===== config.mk =====
export PLATFORM = sky130hd
export DESIGN_NAME = art_pwm_timer
export DESIGN_NICKNAME = d
export VERILOG_FILES = /design/src/rtl/art_pkg.sv /design/src/rtl/art_rst_sync.sv /design/src/rtl/art_counter.sv /design/src/rtl/art_duty.sv /design/src/rtl/art_pwm_out.sv /design/src/rtl/art_pwm_timer.sv
export SDC_FILE = /design/constraint.sdc
export NUM_CORES = 1
export LEC_CHECK = 0
export ABC_AREA = 1
export CAP_MARGIN = 25
export CORE_ASPECT_RATIO = 0.8
export CORE_UTILIZATION = 45
export DETAILED_ROUTE_END_ITERATION = 16
export GPL_ROUTABILITY_DRIVEN = 0
export GPL_TIMING_DRIVEN = 0
export HOLD_SLACK_MARGIN = 0.05
export PLACE_DENSITY = 0.64
export SYNTH_ARGS = -nofsm -noshare
export SYNTH_HDL_FRONTEND = slang
export SYNTH_SLANG_ARGS = --single-unit

===== constraint.sdc =====
create_clock -name clk -period 4.5 [get_ports clk]
set_input_delay 1.125 -clock clk [delete_from_list [all_inputs] [get_ports clk]]
set_output_delay 1.125 -clock clk [all_outputs]
set_load 0.01 [all_outputs]

===== src/rtl/art_pkg.sv =====
package art_pkg;
  typedef enum logic [1:0] {
    SEL_RELOAD = 2'd0,
    SEL_DUTY   = 2'd1,
    SEL_FORCE  = 2'd2,
    SEL_NONE   = 2'd3
  } art_sel_e;
endpackage


===== src/rtl/art_rst_sync.sv =====
module art_rst_sync #(
  parameter int STAGES = 2
) (
  input  logic clk,
  input  logic rst_n,
  output logic rst_sync_n
);
  logic [STAGES-1:0] chain_q;

  always_ff @(posedge clk or negedge rst_n) begin
    if (!rst_n) chain_q <= '0;
    else        chain_q <= {chain_q[STAGES-2:0], 1'b1};
  end

  assign rst_sync_n = chain_q[STAGES-1];
endmodule


===== src/rtl/art_counter.sv =====
module art_counter #(
  parameter int CNT_W = 12
) (
  input  logic             clk,
  input  logic             rst_n,
  input  logic             tick,
  input  logic             force_req,
  input  logic [CNT_W-1:0] reload,
  output logic [CNT_W-1:0] cnt,
  output logic [CNT_W-1:0] cnt_nxt,
  output logic [CNT_W-1:0] base,
  output logic [CNT_W-1:0] base_nxt,
  output logic             wrap,
  output logic             pend
);
  localparam logic [CNT_W-1:0] TERMINAL = {CNT_W{1'b1}};

  logic [CNT_W-1:0] cnt_q, base_q;
  logic             pend_q, pend_d;
  logic             cnt_en, base_en, pend_en;

  assign wrap = tick && (cnt_q == TERMINAL);

  always_comb begin
    cnt_nxt  = cnt_q;
    base_nxt = base_q;
    pend_d   = pend_q;
    if (wrap) begin
      cnt_nxt  = reload;
      base_nxt = reload;
      pend_d   = 1'b0;
    end else if (force_req) begin
      cnt_nxt = TERMINAL;
      pend_d  = 1'b1;
    end else if (tick) begin
      cnt_nxt = cnt_q + 1'b1;
    end
  end

  assign cnt_en  = wrap || force_req || tick;
  assign base_en = wrap;
  assign pend_en = wrap || force_req;

  always_ff @(posedge clk or negedge rst_n) begin
    if (!rst_n) begin
      cnt_q  <= '0;
      base_q <= '0;
      pend_q <= 1'b0;
    end else begin
      if (cnt_en)  cnt_q  <= cnt_nxt;
      if (base_en) base_q <= base_nxt;
      if (pend_en) pend_q <= pend_d;
    end
  end

  assign cnt  = cnt_q;
  assign base = base_q;
  assign pend = pend_q;

  // a wrap lands on the reload value
  a_r3_wrap_reload: assert property (@(posedge clk) disable iff (!rst_n)
    wrap |=> cnt_q == $past(reload));
  // force without coincident wrap lands on terminal count
  a_r4_force_terminal: assert property (@(posedge clk) disable iff (!rst_n)
    (force_req && !wrap) |=> (cnt_q == TERMINAL) && pend_q);
  // any wrap leaves the force status clear
  a_r5_pend_clear: assert property (@(posedge clk) disable iff (!rst_n)
    wrap |=> !pend_q);
  // idle cycles keep the count
  a_r2_hold: assert property (@(posedge clk) disable iff (!rst_n)
    (!tick && !force_req) |=> $stable(cnt_q));
  // no back-to-back wrap unless reload is terminal
  a_r9_single_wrap: assert property (@(posedge clk) disable iff (!rst_n)
    (wrap && reload != TERMINAL) |=> !wrap);
endmodule


===== src/rtl/art_duty.sv =====
module art_duty #(
  parameter int CNT_W = 12
) (
  input  logic             clk,
  input  logic             rst_n,
  input  logic             duty_we,
  input  logic [CNT_W-1:0] duty_wdata,
  input  logic             commit,
  output logic [CNT_W-1:0] act,
  output logic [CNT_W-1:0] act_nxt
);
  logic [CNT_W-1:0] pre_q, act_q;

  assign act_nxt = commit ? pre_q : act_q;

  always_ff @(posedge clk or negedge rst_n) begin
    if (!rst_n) begin
      pre_q <= '0;
      act_q <= '0;
    end else begin
      if (duty_we) pre_q <= duty_wdata;
      if (commit)  act_q <= act_nxt;
    end
  end

  assign act = act_q;

  // active duty changes only on a commit and takes the preload
  a_r6_commit: assert property (@(posedge clk) disable iff (!rst_n)
    commit |=> act_q == $past(pre_q));
  a_r6_hold: assert property (@(posedge clk) disable iff (!rst_n)
    !commit |=> $stable(act_q));
endmodule


===== src/rtl/art_pwm_out.sv =====
module art_pwm_out #(
  parameter int CNT_W = 12
) (
  input  logic             clk,
  input  logic             rst_n,
  input  logic [CNT_W-1:0] cnt_nxt,
  input  logic [CNT_W-1:0] base_nxt,
  input  logic [CNT_W-1:0] act_nxt,
  output logic             pwm
);
  logic pwm_q, pwm_d;

  assign pwm_d = (cnt_nxt > base_nxt) && (cnt_nxt < act_nxt);

  always_ff @(posedge clk or negedge rst_n) begin
    if (!rst_n) pwm_q <= 1'b0;
    else        pwm_q <= pwm_d;
  end

  assign pwm = pwm_q;
endmodule


===== src/rtl/art_pwm_timer.sv =====
module art_pwm_timer #(
  parameter int CNT_W   = 12,
  parameter int SYNC_ST = 2
) (
  input  logic             clk,
  input  logic             rst_n,
  input  logic             tick,
  input  logic             wr_en,
  input  logic [1:0]       wr_sel,
  input  logic [CNT_W-1:0] wr_data,
  output logic [CNT_W-1:0] cnt,
  output logic             pwm,
  output logic             ovf,
  output logic             force_pend
);
  import art_pkg::*;

  localparam logic [CNT_W-1:0] TERMINAL = {CNT_W{1'b1}};

  logic             rst_s_n;
  art_sel_e         sel;
  logic             reload_we, duty_we, force_req;
  logic [CNT_W-1:0] reload_q;
  logic [CNT_W-1:0] cnt_nxt, base, base_nxt, act, act_nxt;
  logic             wrap;

  art_rst_sync #(.STAGES(SYNC_ST)) u_rst (
    .clk(clk), .rst_n(rst_n), .rst_sync_n(rst_s_n)
  );

  assign sel       = art_sel_e'(wr_sel);
  assign reload_we = wr_en && (sel == SEL_RELOAD);
  assign duty_we   = wr_en && (sel == SEL_DUTY);
  assign force_req = wr_en && (sel == SEL_FORCE);

  always_ff @(posedge clk or negedge rst_s_n) begin
    if (!rst_s_n)       reload_q <= '0;
    else if (reload_we) reload_q <= wr_data;
  end

  art_counter #(.CNT_W(CNT_W)) u_cnt (
    .clk(clk), .rst_n(rst_s_n), .tick(tick), .force_req(force_req),
    .reload(reload_q), .cnt(cnt), .cnt_nxt(cnt_nxt), .base(base),
    .base_nxt(base_nxt), .wrap(wrap), .pend(force_pend)
  );

  art_duty #(.CNT_W(CNT_W)) u_duty (
    .clk(clk), .rst_n(rst_s_n), .duty_we(duty_we), .duty_wdata(wr_data),
    .commit(wrap), .act(act), .act_nxt(act_nxt)
  );

  art_pwm_out #(.CNT_W(CNT_W)) u_pwm (
    .clk(clk), .rst_n(rst_s_n), .cnt_nxt(cnt_nxt), .base_nxt(base_nxt),
    .act_nxt(act_nxt), .pwm(pwm)
  );

  assign ovf = wrap;

  // output is low at the terminal count and right after a wrap
  a_r7_low_at_terminal: assert property (@(posedge clk) disable iff (!rst_s_n)
    (cnt == TERMINAL) |-> !pwm);
  a_r7_low_after_wrap: assert property (@(posedge clk) disable iff (!rst_s_n)
    ovf |=> !pwm);
  // high output implies a duty above the period start
  a_r7_high_needs_room: assert property (@(posedge clk) disable iff (!rst_s_n)
    pwm |-> (act > base) && (cnt < act));
  // period start only moves on a wrap
  a_r8_base_stable: assert property (@(posedge clk) disable iff (!rst_s_n)
    !ovf |=> $stable(base));
endmodule


Word level (Yosys, flattened, before mapping) --
Cells that the tools add are included.
Storage, ports and cells: register bits after elaboration 64, input bits 18, output and inout bits 15, word-level logic and storage cells 31
Operators by class: add/sub/neg operators 1, magnitude comparators 2, equal/unequal tests 3, multiplexer cells 7, reductions and logical operators 10
Operators by type and width (count):
- two-way mux 12 bit | 5
- adder 12 x 1 -> 12 bit, second input constant | 1
- equality test 12 bit, second input constant | 1
- > comparator 12 bit | 1
- less-than comparator 12 bit | 1
- logical AND 1 bit | 5
- equality test 2 x 1 -> 1 bit, second input constant | 1
- equality test 2 bit, second input constant | 1
- logical NOT 2 bit | 1
- logical OR 1 bit | 2
- two-way mux 1 bit | 2
- AND reduction 2 bit | 1
- nonzero test 2 bit | 1

Logic depth before layout (Yosys ltp) --
word-level depth 6, gate-level depth with buffers 18, mapped depth without buffers 18

By module --
Synthesis repeated with hierarchy kept, for this count alone.
Second synthesis, totals: cell total of the unflattened synthesis 482, area, all modules 3694.8 sq um
By module, submodules not included:
- art_counter | instances 1, cells an instance 190, area each 1370.1 sq um, seq. area each 625.6 sq um
- art_duty | instances 1, cells an instance 114, area each 1044.8 sq um, seq. area each 600.6 sq um
- art_pwm_out | instances 1, cells an instance 118, area each 711.9 sq um, seq. area each 25.0 sq um
- art_pwm_timer | instances 1, cells an instance 57, area each 514.2 sq um, seq. area each 300.3 sq um
- art_rst_sync | instances 1, cells an instance 3, area each 53.8 sq um, seq. area each 50.0 sq um

Worst setup path before layout --
Ideal clock, no wire load.
path type in2reg, from input port tick, to register u_pwm.pwm_q (netlist: u_pwm.pwm), setup time 125 ps, arrival 2730 ps, data required time 4375 ps, slack 1646 ps, stages on the path 18, path buffers 0, cells stage by stage nand2_2 nor2_4 nand2_2 nor3_2 nand2_1 or2_0 nand3_1 nand2_1 o21ai_0 ha_1 nand2_1 inv_1 nand3_1 nor2_1 nand2_1 o2111ai_1 o211ai_1 a21oi_2
On the way: longest elaborated chain between the ends 5, elaborated cells on any way between the ends 9, those cells by class 2 x order compare; 5 x mux; 2 x reduce/logical
RTL lines:
- start: declaration | RTL line art_pwm_timer.sv:7 | input logic tick,
- two-way mux 12 bit | RTL line art_counter.sv:35 | end else if (tick) begin
- two-way mux 12 bit | RTL line art_counter.sv:32 | end else if (force_req) begin
- two-way mux 12 bit * | RTL line art_counter.sv:28 | if (wrap) begin
- net cnt_nxt[11] | RTL line art_pwm_timer.sv:24 | logic [CNT_W-1:0] cnt_nxt, base, base_nxt, act, act_nxt;
- > comparator 12 bit or less-than comparator 12 bit (tied branches) | RTL line art_pwm_out.sv:13 | assign pwm_d = (cnt_nxt > base_nxt) && (cnt_nxt < act_nxt);
- logical AND 1 bit * | RTL line art_pwm_out.sv:13
- net u_pwm.pwm_d | RTL line art_pwm_out.sv:11 | logic pwm_q, pwm_d;
- end signal: assignment | RTL line art_pwm_out.sv:17 | else pwm_q <= pwm_d;
- end: declaration | RTL line art_pwm_out.sv:11
Mark *: on every way through the listed nets, which the timed path passes. The rest lies on a longest branch. A chain may end at the register's enable or synchronous reset.

Final worst setup path --
from input port tick, to output port ovf
On the way: longest elaborated chain between the ends 1
RTL lines:
- logical AND 1 bit | RTL line art_counter.sv:22 | assign wrap = tick && (cnt_q == TERMINAL);
- end: declaration | RTL line art_pwm_timer.sv:13 | output logic ovf,
Every way passes these cells.

==> metrics <==
run status=finished, violations left; violated checks=design-rule violations; Yosys top cell area share=0.4821; clock period minus worst slack=4265 ps; Die Wd=98.06 um; hold_ws=313.5 ps; worst-path fanout max=10; Mapped Avg Cell Area=8.453 um2; sequential area share after synthesis=0.4821; post-CTS setup buffer count=0; Post-DP Area=3772 um2; post-synthesis cell type count=33; PD cells=623.0 nW/um2; CP startpoint kind=input pin; Post-synth EDFFs=0; pin count of the biggest net entering global routing=35; final core occ=0.5641; Clock Sinks=64; DR WL/cell=13.89 um; Iteration-0 DRC Markers=134; vias per cell=4.951; worst min path class=reg -> async; DP Worst Slack=235.9 ps; post_cts resized=0; Setup CP Type=in -> out; first drt pass iteration count=10; area growth from synthesis to layout=19.32%; Worst EP arrival=3140 ps; Final #Nets=479; RSZ-0062 raised after global routing=no; Initial Util=0.4728; Post-synth top cells=nand2_1 (85), dfrtp_1 (64), inv_1 (55), nor2_1 (43), o21ai_0 (32); leakage power=1.969 nW; total grt overflow=0; Simple-Gate Fraction of Synth Area=0.2234; CTS Buffer Depth=2; top-count cell post-synth=nand2_1; TritonCTS clock tree=built; first-pass GRT wire length=12.52 mm; Synth Cell Area=3322 um2; M1 wire length=3.529 mm; Final Hold Viols=0; largest area contributor in the netlist=dfrtp_1; io pins=33; met2 WL post-DR=3.461 mm; main combinational cell family by area after synthesis=simple AND/OR/NAND/NOR gates; synthesized-area fraction occupied by adder cells=0.09040; DP HPWL=5.661 mm; Die Y=78.85 um; Die Area=7732 um2; worst-margin pin slew=679.5 ps; Clock Skew=11.93 ps; CTS root buf=clkbuf_8; Final period util=0.9478; uppermost layer routed=met4; layout cells sized above 1=0.08371; Synthesis Warnings=0; vias=2619; vias in the first global route=2611; Sum Neg Setup Slack=0 ps; initial antenna violation count=0; synth top area cells=dfrtp_1 (48%), nand2_1 (9.6%), ha_1 (9.0%); num rows=27; Std-Cell Core Area=7027 um2; final setup fails=0; cells after synthesis=393; dominant register cell in the synthesized netlist=dfrtp_1; Achievable Freq=0.2345 GHz; Mapped Nets=435; CTS Hold Bufs=0; Max Cap Violations=0; max-slew violation count=0; H-tree lvl count=3; critical path data required time=3380 ps; WL met3=271 um; Synth Area in Compound Gates=0.1021; setup ws final=234.8 ps; GR Util All Layers=0.2143; post-synthesis mux area share=0.003013; Max-slew headroom=0.5470; fin area=3964 um2; Clk Latency, worst-skew pair=340 ps; Worst VDD drop=0.3417 mV; asr flop ratio synth=1.000; number of fill cells in the layout=679; Num CTS Buffers=9; DRC viols=3; clk slew on worst S/H paths=70 ps; I/O Buffers=32; diode count=0; Yosys reg bits=64; WL final=7.349 mm; Routed Antenna Nets=0; crit end category=output port; xor and xnor area share after synthesis=0.02109
[logic make-up (layout without fill, tap and decap cells)]
family          Yosys count  in the layout
simple gates            164            164
buf+inv                  66            115
compound gates           65             65
flops                    64             64
fa+ha+maj                24             24
xor+xnor                  8              8
other cells               1              1
mux                       1              1
[per-stage QoR]
| step | power, mW | std cells |
|---|---|---|
| 2_1_floorplan | 1.654 | 393 |
| 3_3_place_gp | 1.949 | 512 |
| 3_5_place_dp | 1.992 | 513 |
| 4_1_cts | 2.491 | 529 |
| 5_1_grt | 2.703 | 529 |
| 6_report | 2.470 | 529 |
[state kept, by name, summed over array words and instances (netlist names)]
signal / cells
u_duty.act: 12
reload_q: 12
u_cnt.pend: 1
u_cnt.base: 12
u_cnt.cnt: 12
u_rst.chain_q: 2
u_pwm.pwm: 1
u_duty.pre_q: 12
[power breakdown]
part / total [mW] / internal, mW / switching [mW]
Clock: 0.482 / 0.271 / 0.211
Combinational: 1.12 / 0.483 / 0.635
Sequential: 0.869 / 0.754 / 0.115
Total: 2.47 / 1.51 / 0.961
[per-layer routing]
metal | up-vias | GRT usage
li1 | 1335 | -
met1 | 1231 | 0.2870
met2 | 43 | 0.3451
met3 | 10 | 0.05546
met4 | 0 | 0.05909
met5 | - | 0
[cells in the final DEF, fill, tap and decap left out, types with 8 or more instances in the layout]
cell | netlist | layout
ha_1 | 24 | 24
clkbuf_8 | 0 | 10
nand2_1 | 85 | 85
nor2_1 | 43 | 43
dfrtp_1 | 64 | 63
o21ai_0 | 32 | 32
clkbuf_1 | 5 | 8
nand3_1 | 11 | 11
clkdlybuf4s50_1 | 0 | 32
a21oi_1 | 27 | 27
inv_1 | 55 | 55
[critical path, stage by stage]
cell and delay (ps):
clkdlybuf4s50_1 670, nand2_4 120, nor2_4 140, nand3_4 150, inv_1 110, buf_2 250
clkdlybuf4s50_1 580
[worst paths after layout]
kind | startpoint | endpoint | slack, ps | depth (start not counted)
max in group asynchronous | rst_n | u_rst.chain_q[1]$_DFF_PN0_ | 3440 | 1
hold reg to reg | u_rst.chain_q[1]$_DFF_PN0_ | reload_q[1]$_DFFE_PN0P_ | 310 | 0
setup / recovery | tick | ovf | 230 | 7
setup reg to reg | u_cnt.cnt[0]$_DFFE_PN0P_ | u_pwm.pwm$_DFF_PN0_ | 1630 | 14
hold / removal | u_rst.chain_q[1]$_DFF_PN0_ | reload_q[1]$_DFFE_PN0P_ | 310 | 0
min in group clk | u_rst.chain_q[0]$_DFF_PN0_ | u_rst.chain_q[1]$_DFF_PN0_ | 350 | 0
[final cells by class]
cell class,count,area [um2],share of cell area
Sequential cell,64,1603,0.4044
Clock buffer,13,148.9,0.03756
Tap cell,87,108.9,0.02746
Multi-Input combinational cell,263,1465,0.3696
Clock inverter,3,42.54,0.01073
Buffer,9,41.29,0.01042
Timing Repair Buffer,33,340.3,0.08586
Inverter,57,214.0,0.05398
Note: power is estimated with default switching activity, not from simulation.
